===== config.mk =====
export PLATFORM = sky130hd
export DESIGN_NAME = civ_vote_mask
export DESIGN_NICKNAME = d
export VERILOG_FILES = /design/src/rtl/civ_pkg.sv /design/src/rtl/civ_vote_ctr.sv /design/src/rtl/civ_mask_map.sv /design/src/rtl/civ_vote_mask.sv
export SDC_FILE = /design/constraint.sdc
export NUM_CORES = 1
export LEC_CHECK = 0
export BUFFER_PORTS_ARGS = -buffer_cell sky130_fd_sc_hd__clkbuf_2
export CORE_UTILIZATION = 55
export DETAILED_ROUTE_END_ITERATION = 8
export PLACE_DENSITY_LB_ADDON = 0.05
export SYNTH_ARGS = -nofsm -noshare
export SYNTH_HDL_FRONTEND = slang
export SYNTH_SLANG_ARGS = --single-unit

===== constraint.sdc =====
create_clock -name clk -period 3.1 [get_ports clk]
set_input_delay 0.62 -clock clk [delete_from_list [all_inputs] [get_ports clk]]
set_output_delay 0.62 -clock clk [all_outputs]
set_load 0.1 [all_outputs]

===== src/rtl/civ_pkg.sv =====
package civ_pkg;

  // Next vote count: up/down by one, clamped to [0, cap], cancel when both.
  function automatic int unsigned vote_next(input int unsigned cur,
                                            input int unsigned cap,
                                            input logic up,
                                            input logic dn);
    int unsigned nxt;
    nxt = cur;
    if (up && !dn) begin
      if (cur != cap) nxt = cur + 1;
    end else if (dn && !up) begin
      if (cur != 0) nxt = cur - 1;
    end
    return nxt;
  endfunction

  // True when a deny would be refused because the count is already full.
  function automatic logic vote_saturates(input int unsigned cur,
                                          input int unsigned cap,
                                          input logic up,
                                          input logic dn);
    return up && !dn && (cur == cap);
  endfunction

endpackage


===== src/rtl/civ_vote_ctr.sv =====
module civ_vote_ctr #(
  parameter int CNT_W = 8
) (
  input  logic             clk,
  input  logic             rst_n,
  input  logic             ctl_en,
  input  logic             allow,
  input  logic             deny,
  output logic [CNT_W-1:0] cnt_o,
  output logic             permit_o,
  output logic             ovf_o
);
  import civ_pkg::*;

  localparam logic [CNT_W-1:0] CNT_MAX  = '1;
  localparam int unsigned      CAP_INT  = (1 << CNT_W) - 1;

  logic [CNT_W-1:0] cnt_q, cnt_d;
  logic             permit_q, ovf_q;

  // Named internal events
  logic req_deny, req_allow, ev_first_deny, ev_release, ev_sat, ev_cancel;

  assign req_deny      = ctl_en & deny & ~allow;
  assign req_allow     = ctl_en & allow & ~deny;
  assign ev_cancel     = ctl_en & allow & deny;
  assign ev_first_deny = req_deny & (cnt_q == '0);
  assign ev_release    = req_allow & (cnt_q == CNT_W'(1));
  assign ev_sat        = ctl_en & vote_saturates(int'(cnt_q), CAP_INT, deny, allow);

  always_comb begin
    cnt_d = cnt_q;
    if (ctl_en) cnt_d = CNT_W'(vote_next(int'(cnt_q), CAP_INT, deny, allow));
  end

  always_ff @(posedge clk or negedge rst_n) begin
    if (!rst_n) begin
      cnt_q    <= '0;
      permit_q <= 1'b1;
      ovf_q    <= 1'b0;
    end else begin
      cnt_q <= cnt_d;
      if (ev_first_deny)   permit_q <= 1'b0;
      else if (ev_release) permit_q <= 1'b1;
      if (ev_sat) ovf_q <= 1'b1;
    end
  end

  assign cnt_o    = cnt_q;
  assign permit_o = permit_q;
  assign ovf_o    = ovf_q;

  // disabled clock holds its state
  p_disabled_hold_r2: assert property (@(posedge clk) disable iff (!rst_n)
    !ctl_en |=> $stable(cnt_q) && $stable(permit_q) && $stable(ovf_q));
  // deny below full count adds one
  p_deny_inc_r3: assert property (@(posedge clk) disable iff (!rst_n)
    req_deny && cnt_q != CNT_MAX |=> cnt_q == $past(cnt_q) + CNT_W'(1));
  // allow above zero subtracts one
  p_allow_dec_r4: assert property (@(posedge clk) disable iff (!rst_n)
    req_allow && cnt_q != '0 |=> cnt_q == $past(cnt_q) - CNT_W'(1));
  // permission register tracks an empty count
  p_permit_zero_r5: assert property (@(posedge clk) disable iff (!rst_n)
    permit_q == (cnt_q == '0));
  // allow at zero leaves zero
  p_allow_floor_r6: assert property (@(posedge clk) disable iff (!rst_n)
    req_allow && cnt_q == '0 |=> cnt_q == '0);
  // saturation holds the count and raises the flag
  p_no_wrap_r8: assert property (@(posedge clk) disable iff (!rst_n)
    req_deny && cnt_q == CNT_MAX |=> cnt_q == CNT_MAX && ovf_q);
  p_ovf_sticky_r8: assert property (@(posedge clk) disable iff (!rst_n)
    ovf_q |=> ovf_q);
  // simultaneous strobes cancel
  p_cancel_r9: assert property (@(posedge clk) disable iff (!rst_n)
    ev_cancel |=> $stable(cnt_q) && $stable(permit_q));

endmodule


===== src/rtl/civ_mask_map.sv =====
module civ_mask_map #(
  parameter int NUM_CLK = 4,
  parameter int MASK_W  = 16,
  parameter int POS_W   = 4
) (
  input  logic [NUM_CLK-1:0]       permit,
  input  logic [NUM_CLK*POS_W-1:0] pos,
  output logic [MASK_W-1:0]        mask
);

  // Bit position of clock i, as an integer
  function automatic int pos_of(input logic [NUM_CLK*POS_W-1:0] p, input int i);
    return int'(p[i*POS_W +: POS_W]);
  endfunction

  always_comb begin
    mask = '1;
    for (int i = 0; i < NUM_CLK; i++) begin
      for (int b = 0; b < MASK_W; b++) begin
        if (!permit[i] && pos_of(pos, i) == b) mask[b] = 1'b0;
      end
    end
  end

endmodule


===== src/rtl/civ_vote_mask.sv =====
module civ_vote_mask #(
  parameter int NUM_CLK = 4,
  parameter int CNT_W   = 8,
  parameter int MASK_W  = 16,
  parameter int POS_W   = (MASK_W > 1) ? $clog2(MASK_W) : 1,
  parameter int SEL_W   = (NUM_CLK > 1) ? $clog2(NUM_CLK) : 1
) (
  input  logic                     clk,
  input  logic                     rst_n,
  input  logic [NUM_CLK-1:0]       allow_i,
  input  logic [NUM_CLK-1:0]       deny_i,
  input  logic [NUM_CLK-1:0]       idle_ctl_en_i,
  input  logic [NUM_CLK*POS_W-1:0] bit_pos_i,
  input  logic [SEL_W-1:0]         cnt_sel_i,
  output logic [CNT_W-1:0]         cnt_rd_o,
  output logic [MASK_W-1:0]        idle_mask_o,
  output logic [NUM_CLK-1:0]       ovf_o
);

  logic [CNT_W-1:0]   cnt_arr [NUM_CLK];
  logic [NUM_CLK-1:0] permit;

  for (genvar g = 0; g < NUM_CLK; g++) begin : g_clk
    civ_vote_ctr #(.CNT_W(CNT_W)) u_ctr (
      .clk      (clk),
      .rst_n    (rst_n),
      .ctl_en   (idle_ctl_en_i[g]),
      .allow    (allow_i[g]),
      .deny     (deny_i[g]),
      .cnt_o    (cnt_arr[g]),
      .permit_o (permit[g]),
      .ovf_o    (ovf_o[g])
    );

    // a blocked clock forces its mapped mask bit low
    p_mask_low_r7: assert property (@(posedge clk) disable iff (!rst_n)
      (!permit[g] && int'(bit_pos_i[g*POS_W +: POS_W]) < MASK_W)
        |-> !idle_mask_o[bit_pos_i[g*POS_W +: POS_W]]);
  end

  civ_mask_map #(.NUM_CLK(NUM_CLK), .MASK_W(MASK_W), .POS_W(POS_W)) u_map (
    .permit (permit),
    .pos    (bit_pos_i),
    .mask   (idle_mask_o)
  );

  always_comb begin
    cnt_rd_o = '0;
    for (int i = 0; i < NUM_CLK; i++)
      if (int'(cnt_sel_i) == i) cnt_rd_o = cnt_arr[i];
  end

  // all-idle word when every count is empty
  p_all_free_r1: assert property (@(posedge clk) disable iff (!rst_n)
    (&permit) |-> (&idle_mask_o));

endmodule


==> results of run 1 <==
cells in the final DEF, fill, tap and decap left out, types with 7 or more instances in the layout:
cell type,Yosys,final
clkbuf_2,0,59
dfrtp_1,36,36
nor2_1,20,20
ha_1,20,20
nand2_1,19,19
inv_1,17,17
xnor2_1,17,17
nor3_1,18,16
nand3_1,16,16
xor2_1,15,15
o22ai_1,13,13
nor2b_1,13,13
and3_1,11,11
a221oi_2,0,10
mux4_2,8,8
nor3_2,5,7
power breakdown:
part | internal, mW | switching, mW
Clock | 0.161 | 0.189
Sequential | 0.747 | 0.463
Combinational | 0.575 | 1.13
logic make-up (layout without fill, tap and decap cells):
logic type                 after synthesis  in the layout  share of synthesized area (%)
and+or+nand+nor                        149            149                           26.6
AOI/OAI and AO/OA                       65             65                           15.5
DFF                                     40             40                           29.9
buffers and inverters                   36             85                           5.16
xor gates and xnor gates                32             32                           8.32
adders and majority gates               20             20                           7.43
muxes                                   14             14                           7.17
registers in the layout (all words and copies together), names as in the netlist:
| signal | count |
|---|---|
| g_clk.u_ctr.ovf_o | 4 |
| g_clk.u_ctr.permit_o | 4 |
| g_clk.u_ctr.cnt_o | 32 |
stage by stage:
| step | total power [mW] | hold slack, ns | setup WS [ns] |
|---|---|---|---|
| after floorplan | 2.56 | 0.324 | -0.738 |
| after global placement | 2.88 | 0.437 | 0.588 |
| after detailed placement | 2.92 | 0.444 | 0.516 |
| after CTS | 3.28 | 0.464 | 0.461 |
| after global routing | 3.48 | 0.494 | 0.372 |
| final | 3.26 | 0.457 | 0.443 |
layer usage:
| metal | up-vias | routed length, um | global-route usage [%] |
|---|---|---|---|
| li1 | 1435 | - | - |
| met1 | 1436 | 3640 | 34.4 |
| met2 | 80 | 3870 | 46.2 |
| met3 | 12 | 314 | 4.43 |
| met4 | 0 | 116 | 8.75 |
| met5 | - | 0 | 0 |
area by class of cell:
class,instances,area [um2]
inverter,17,63.8
multi-input combinational,280,2270
clock buffer,7,76.3
clock inverter,1,8.76
fill,536,2090
timing repair buffer,60,303
sequential,40,1010
tap,75,93.8
worst paths after layout:
check | cells past startpoint | from | end
setup / recovery | 5 | g_clk[1].u_ctr.permit_o | idle_mask_o[15]
setup reg to reg | 6 | g_clk[2].u_ctr.cnt_o[0] | g_clk[2].u_ctr.cnt_o[0]
hold / removal | 1 | g_clk[0].u_ctr.ovf_o | g_clk[0].u_ctr.ovf_o
min in group asynchronous | 1 | rst_n | g_clk[0].u_ctr.ovf_o
hold reg to reg | 1 | g_clk[0].u_ctr.ovf_o | g_clk[0].u_ctr.ovf_o
max in group asynchronous | 1 | rst_n | g_clk[1].u_ctr.cnt_o[7]
==> results.yml, run 1 <==
final_layout:
  areaGrowthSynthToFinish_pct: 13.6
  diodes: 0
  postLayoutCoreUtil_pct: 64.6
  final_nets: 456
  final_area_um2: 3830
  final_cells: 480
  layout-drive-gt1-share_pct: 27.9
detailed_routing:
  vias_per_cell: 6.17
  detailroute.via_count: 2963
  drcViolationCount: 0
  wire_length_after_detailed_routing_um: 7940
  drt-pass1-iter-count: 4
  route.detailed.wl_per_inst_um: 16.5
  drt-initial-drc-count: 95
  post_route_antenna_net_violation_count: 0
synth:
  synth_flop_cell: "dfrtp_1"
  synth_sequential_area_ratio_pct: 29.9
  yosys_warnings: 0
  flip_flop_and_latch_count_after_synthesis: 40
  synth_area_leaders: "dfrtp_1 27%, ha_1 7.4%, mux4_2 5.3%, xnor2_1 4.4%, xor2_1 3.9%"
  synthesis.nets: 408
  ys_top_cells_by_count: "36 x dfrtp_1, 20 x ha_1, 20 x nor2_1"
  count_of_distinct_cell_types_in_the_synthesized_netlist: 58
  synthMostInstantiatedCell: "dfrtp_1"
  yosys.area.top_type: "dfrtp_1"
  synthesized_instance_count: 356
  yosysTopAreaCellShare_pct: 26.7
  syn_area_um2: 3370
  fraction_of_registers_with_async_set_reset_pct: 100
  post_synth.cell_area_avg_um2: 9.46
  synth-edff-count: 0
clock_network:
  cts_tree: "done"
  clk-insertion-delay-late_ns: 0.30
  postCtsSetupRepairBufs: 0
  cts_made_buffers: 5
  clk_transition_reported_paths_ns: 0.09
  hold_buffers: 0
  ctsLongestPathBuffers: 2
  clock_tree.root_cell: "clkbuf_8"
  cts_max_level: 2
  cts_resized: 0
  tritoncts_num_sinks: 40
die:
  die_h_um: 80.3
  fp.dieArea_um2: 6440
  ioPinCount: 60
  placement_rows: 28
  die_x_um: 80.3
  floorplan.initialDensity_pct: 56.9
  core-area_um2: 5920
sta:
  setup_viol_count_final: 0
  layout_worst_path_cycle_share_pct: 85.7
  worst-slew-pin-transition_ns: 0.995
  timing.final.crit_period_ns: 2.66
  skew_ns: 0.0140
  achievable-frequency_mhz: 376
  totalNegativeSetupSlack_ns: 0
  unrepaired_setup_endpoints_after_global_routing: "no"
  report.final.slew_viol_count: 0
  slew_headroom_pct: 33.7
  finalHoldViolations: 0
worst_setup_path:
  worst-endpoint-arrival_ns: 2.04
  crit_end_element: "output port"
  critical_path.startpoint_type: "flop"
  crit_required_ns: 2.48
  reg2reg_setup_slack_ns: 1.08
  ordered_list_of_cells_on_the_worst_path: "and3b_1 > nand2_1 > o21ai_0 > a221oi_1 > clkbuf_2"
  path_buf_inv: 1
  critical_path.max_fanout: 5
  path_delay_family: "flip-flops"
  slowest_stage: "dfstp_2"
  critical_path.max_stage_delay_ns: 0.57
  crit_type: "reg2out"
placement:
  dpl.cell_count: 472
  port_buffers: 59
  placed_instance_area_um2: 3740
  post-dp-hpwl_um: 6140
  place_congestion: 0.810
power_and_ir_drop:
  p_leak_nw: 1.67
  powerDensity_nw_per_um2: 853
  vdd.ir_drop.worst_mv: 0.607
global_route:
  grt_total_usage_pct: 26.9
  first_global_vias: 2881
  antenna_found_initial: 0
  largest_net_degree_at_the_start_of_global_routing: 41
  grt_overflow: 0
  grt_pass1_wl_um: 13300
job:
  maxCapViolations: 0
outcome:
  outcome: "finished, final reports clean"
worst_hold_path:
  hold_path.class: "reg2reg"
Note: power is estimated with default switching activity, not from simulation.
==> run 2: changes to the inputs <==
--- a/config.mk
+++ b/config.mk
@@ -9,6 +9,7 @@
 export CORE_UTILIZATION = 55
 export DETAILED_ROUTE_END_ITERATION = 8
 export PLACE_DENSITY_LB_ADDON = 0.05
+export RECOVER_POWER = 50
 export SYNTH_ARGS = -nofsm -noshare
 export SYNTH_HDL_FRONTEND = slang
 export SYNTH_SLANG_ARGS = --single-unit
==> run 2 against run 1 <==
  * The run now ends with capacitance limit, slew limit left
  * Worst setup slack worse by 0.0015 ns
  * Die area is the same
  * Cell count unchanged
  * Maximum frequency hardly changed
  * Critical endpoint unchanged
  * Highest routed layer unchanged
==> results.yml, run 2 (synthesized netlist as in run 1, its figures left out) <==
worst_setup_path:
  path_buf_inv: 1
  critical_path.startpoint_type: "flop"
  critical_path.max_stage_delay_ns: 0.57
  worst-endpoint-arrival_ns: 2.04
  crit_type: "reg2out"
  crit_end_element: "output port"
  path_delay_family: "flip-flops"
  critPathLaunch: "g_clk[1].u_ctr.permit_o"
  crit_required_ns: 2.48
  critical_path.max_fanout: 5
  slowest_stage: "dfstp_2"
  ordered_list_of_cells_on_the_worst_path: "and3b_1 > nand2_1 > o21ai_0 > a221oi_1 > clkbuf_2"
  worstReg2RegStart: "g_clk[2].u_ctr.cnt_o[0]"
global_route:
  grt_total_usage_pct: 26.9
  grt_overflow: 0
  largest_net_degree_at_the_start_of_global_routing: 41
  first_global_vias: 2881
  antenna_found_initial: 0
  grt_pass1_wl_um: 13300
clock_network:
  clk_transition_reported_paths_ns: 0.09
  cts_resized: 0
  clock_tree.root_cell: "clkbuf_8"
  postCtsSetupRepairBufs: 0
  cts_max_level: 2
  ctsLongestPathBuffers: 2
  tritoncts_num_sinks: 40
  clk-insertion-delay-late_ns: 0.30
  hold_buffers: 0
  cts_tree: "done"
  cts_made_buffers: 5
sta:
  report.final.slew_viol_count: 41
  achievable-frequency_mhz: 376
  skew_ns: 0.0132
  timing.final.crit_period_ns: 2.66
  slew_headroom_pct: -40.8
  finalHoldViolations: 0
  worst_path_setup_slack_after_routing_ns: 0.441
  setup_viol_count_final: 0
  worst-slew-pin-transition_ns: 2.11
  unrepaired_setup_endpoints_after_global_routing: "no"
  totalNegativeSetupSlack_ns: 0
  layout_worst_path_cycle_share_pct: 85.8
detailed_routing:
  drt-pass1-iter-count: 4
  vias_per_cell: 6.15
  drt-initial-drc-count: 118
  drcViolationCount: 0
  post_route_antenna_net_violation_count: 0
  wire_length_after_detailed_routing_um: 7920
  detailroute.via_count: 2950
  route.detailed.wl_per_inst_um: 16.5
die:
  ioPinCount: 60
  die_x_um: 80.3
  floorplan.initialDensity_pct: 56.9
  placement_rows: 28
  core-area_um2: 5920
  die_h_um: 80.3
  fp.dieArea_um2: 6440
worst_hold_path:
  hold_path.class: "reg2reg"
  hold_path.startpoint: "g_clk[0].u_ctr.ovf_o"
final_layout:
  areaGrowthSynthToFinish_pct: 12.4
  layout.filler_cells: 543
  final_nets: 456
  diodes: 0
  layout.cells.most_common_list: "51 x clkbuf_2, 36 x dfrtp_1, 20 x nor2_1, 20 x ha_1, 19 x nand2_1"
  layout_commonest_cell: "clkbuf_2"
  layout-drive-gt1-share_pct: 24.9
  number_of_flip_flops_in_the_largest_register: 32
power_and_ir_drop:
  p_leak_nw: 1.64
  vdd.ir_drop.worst_mv: 0.605
  powerDensity_nw_per_um2: 855
placement:
  post-dp-hpwl_um: 6140
  preCtsSetupSlack_ns: 0.516
  port_buffers: 59
  place_congestion: 0.810
outcome:
  outcome: "finished with violations"
  violations: "capacitance limit, slew limit"
job:
  maxCapViolations: 1
-- run 2: cell types whose count changed in the layout (fill, tap and decap cells not counted), sizes merged --
cell and delta:
buf +1, clkbuf -1
-- run 2: final cells by class --
class | instances | area [um2] | area share (%)
Inverter | 17 | 63.8 | 1.68
Sequential cell | 40 | 1010 | 26.6
Tap cell | 75 | 93.8 | 2.48
Multi-Input combinational cell | 280 | 2250 | 59.3
Clock inverter | 1 | 8.76 | 0.231
Timing Repair Buffer | 60 | 293 | 7.73
Clock buffer | 7 | 76.3 | 2.01
-- run 2: per-stage QoR --
stage | power [mW] | cell area [um2] | hold WS [ns] | utilization [%] | std cells
2_1_floorplan | 2.56 | 3450 | 0.324 | - | 356
3_3_place_gp | 2.88 | 3740 | 0.437 | 63.2 | 472
3_5_place_dp | 2.92 | 3740 | 0.444 | 63.2 | 472
4_1_cts | 3.28 | 3830 | 0.464 | 64.6 | 480
5_1_grt | 3.45 | 3790 | 0.494 | 64.0 | 480
6_report | 3.24 | 3790 | 0.456 | 64.0 | 480
-- run 2: where the power goes --
part           switching [mW]  internal [mW]  total (mW)
Combinational            1.13          0.565        1.69
Sequential              0.446          0.747        1.19
Clock                   0.189          0.161       0.350
-- run 2: worst paths after layout --
path                                           endpoint  slack (ns)  cells past startpoint
min in group asynchronous          g_clk[0].u_ctr.ovf_o        0.92                      1
worst min register to register     g_clk[0].u_ctr.ovf_o        0.46                      1
worst max-delay path                    idle_mask_o[15]        0.44                      5
worst max register to register  g_clk[2].u_ctr.cnt_o[0]        1.06                      6
max in group asynchronous       g_clk[1].u_ctr.cnt_o[7]        0.96                      1
worst min-delay path               g_clk[0].u_ctr.ovf_o        0.46                      1
-- run 2: routing by layer --
metal	global-route usage [%]	share of wire, %	up-vias
li1	-	-	1434
met1	34.4	46	1433
met2	46.2	49	71
met3	4.43	3.9	12
met4	8.75	1.5	0
met5	0	0	-
-- run 2: worst register-to-register path, stage by stage (launching register included) --
cell and delay (ns):
dfrtp_1 0.51, inv_1 0.11, ha_1 0.22, nor2b_1 0.14
a311oi_2 0.57, nand2_1 0.20, xnor2_1 0.16
==> run 3: changes to the inputs <==
--- a/config.mk
+++ b/config.mk
@@ -6,6 +6,7 @@
 export NUM_CORES = 1
 export LEC_CHECK = 0
 export BUFFER_PORTS_ARGS = -buffer_cell sky130_fd_sc_hd__clkbuf_2
+export CORE_ASPECT_RATIO = 1.2
 export CORE_UTILIZATION = 55
 export DETAILED_ROUTE_END_ITERATION = 8
 export PLACE_DENSITY_LB_ADDON = 0.05
==> run 3 against run 2 <==
  * The flow still finishes with violations (capacitance limit, slew limit)
  * Cell count increased by 1.0%
  * Critical path depth unchanged
  * Sequential share of layout area decreased by 0.15 points
  * Worst setup slack improved by 0.026 ns
  * Global-route usage decreased by 1.1 points
  * Power increased by 2.0%
  * Clock power increased by 27%
  * Routed wire length decreased by 2.5%
  * Die area about the same
  * Highest routed layer unchanged
==> results.yml, run 3 (synthesized netlist as in run 1, its figures left out) <==
clock_network:
  cts_tree: "done"
  cts_made_buffers: 5
  postCtsSetupRepairBufs: 0
  tritoncts_num_sinks: 40
  ctsLongestPathBuffers: 2
  cts_max_level: 2
  clock_tree.root_cell: "clkbuf_8"
  cts_resized: 0
  clk_transition_reported_paths_ns: 0.09
  hold_buffers: 0
  clk-insertion-delay-late_ns: 0.30
detailed_routing:
  detailroute.via_count: 2892
  drt-pass1-iter-count: 4
  wire_length_after_detailed_routing_um: 7720
  post_route_antenna_net_violation_count: 0
  drt-initial-drc-count: 165
  vias_per_cell: 5.96
  route.detailed.wl_per_inst_um: 15.9
  drcViolationCount: 0
sta:
  timing.final.crit_period_ns: 2.63
  achievable-frequency_mhz: 380
  skew_ns: 0.0124
  worst_path_setup_slack_after_routing_ns: 0.467
  slew_headroom_pct: -48.6
  unrepaired_setup_endpoints_after_global_routing: "no"
  report.final.slew_viol_count: 41
  setup_viol_count_final: 0
  worst-slew-pin-transition_ns: 2.23
  timing.hold.ws_ns: 0.464
  layout_worst_path_cycle_share_pct: 84.9
  finalHoldViolations: 0
worst_setup_path:
  worstReg2RegStart: "g_clk[2].u_ctr.cnt_o[5]"
  worst-endpoint-arrival_ns: 2.01
  slowest_stage: "dfstp_2"
  critical_path.startpoint_type: "flop"
  ordered_list_of_cells_on_the_worst_path: "and3b_1 > nand2_1 > o21ai_0 > a221oi_1 > clkbuf_2"
  worst_r2r_endpoint: "g_clk[2].u_ctr.cnt_o[1]"
  critical_path.max_stage_delay_ns: 0.57
  critical_path.max_fanout: 5
  crit_type: "reg2out"
  reg2reg_setup_slack_ns: 1.02
  timing.reg2reg.worst_path_depth: 4
  crit_required_ns: 2.48
  crit_end_element: "output port"
die:
  floorplan.initialDensity_pct: 58.3
  ioPinCount: 60
  fp.dieArea_um2: 6440
  placement_rows: 30
  die_x_um: 73.5
  die_h_um: 87.7
  core-area_um2: 5780
global_route:
  grt_overflow: 0
  grt_total_usage_pct: 25.8
  first_global_vias: 2797
  antenna_found_initial: 0
  largest_net_degree_at_the_start_of_global_routing: 41
  grt_pass1_wl_um: 12800
outcome:
  violations: "capacitance limit, slew limit"
  outcome: "finished with violations"
final_layout:
  diodes: 0
  areaGrowthSynthToFinish_pct: 13.1
  final_nets: 456
  number_of_flip_flops_in_the_largest_register: 32
  layout_commonest_cell: "clkbuf_2"
  layout-drive-gt1-share_pct: 25.2
  layout.cells.most_common_list: "51 x clkbuf_2, 36 x dfrtp_1, 20 x nor2_1, 20 x ha_1, 19 x nand2_1"
  final_area_um2: 3810
  layout.filler_cells: 530
  postLayoutCoreUtil_pct: 65.9
placement:
  port_buffers: 59
  placed_instance_area_um2: 3750
  post-dp-hpwl_um: 5980
  preCtsSetupSlack_ns: 0.500
  place_congestion: 0.885
worst_hold_path:
  hold_depth: 1
  hold_path.class: "reg2reg"
  min_delay_worst_endpoint: "g_clk[1].u_ctr.ovf_o"
  hold_path.startpoint: "g_clk[1].u_ctr.ovf_o"
power_and_ir_drop:
  power_mw: 3.30
  powerDensity_nw_per_um2: 867
  vdd.ir_drop.worst_mv: 0.777
  p_leak_nw: 1.65
job:
  maxCapViolations: 1
run 3: worst max-delay path, delay by kind of cell, from the launching register on:
kind | cells | cell delay [ns]
buf+inv | 1 | 0.50
simple gates | 2 | 0.34
compound gates | 2 | 0.30
flops | 1 | 0.57
run 3: per-stage QoR:
stage	TNS, ns	instances
finish	0	485
global route	0	485
CTS	0	485
detailed placement	0	477
global placement	0	477
floorplan	-1.65	356
run 3: final cells by class:
type	count	area, um2	share of cell area (%)
multi-input cells	280	2230	58.6
inverters	17	63.8	1.67
clock buffers	5	68.8	1.81
flip-flops and latches	40	1010	26.4
clock inverters	3	46.3	1.22
repair buffers	60	293	7.68
well taps	80	100	2.63
run 3: how the worst max path moves through the flow:
stage,startpoint,to,slack (ns),cells past startpoint
5_1_grt,g_clk[1].u_ctr.permit_o,idle_mask_o[15],0.38,5
6_report,g_clk[1].u_ctr.permit_o,idle_mask_o[15],0.47,5
4_1_cts,g_clk[1].u_ctr.permit_o,idle_mask_o[15],0.46,5
3_3_place_gp,bit_pos_i[1],idle_mask_o[13],0.51,4
2_1_floorplan,bit_pos_i[12],idle_mask_o[3],-0.74,4
3_5_place_dp,bit_pos_i[1],idle_mask_o[13],0.50,4
run 3: power breakdown:
part | switching (mW) | internal (mW) | total [mW]
registers | 0.416 | 0.747 | 1.16
clock network | 0.202 | 0.243 | 0.445
logic | 1.14 | 0.559 | 1.70
total | 1.75 | 1.55 | 3.30
run 3: per-layer routing:
layer	track usage [%]	wire length, um	up-vias
li1	-	-	1426
met1	29.9	3250	1374
met2	46.6	3960	81
met3	5.18	358	11
met4	9.79	158	0
met5	0	0	-
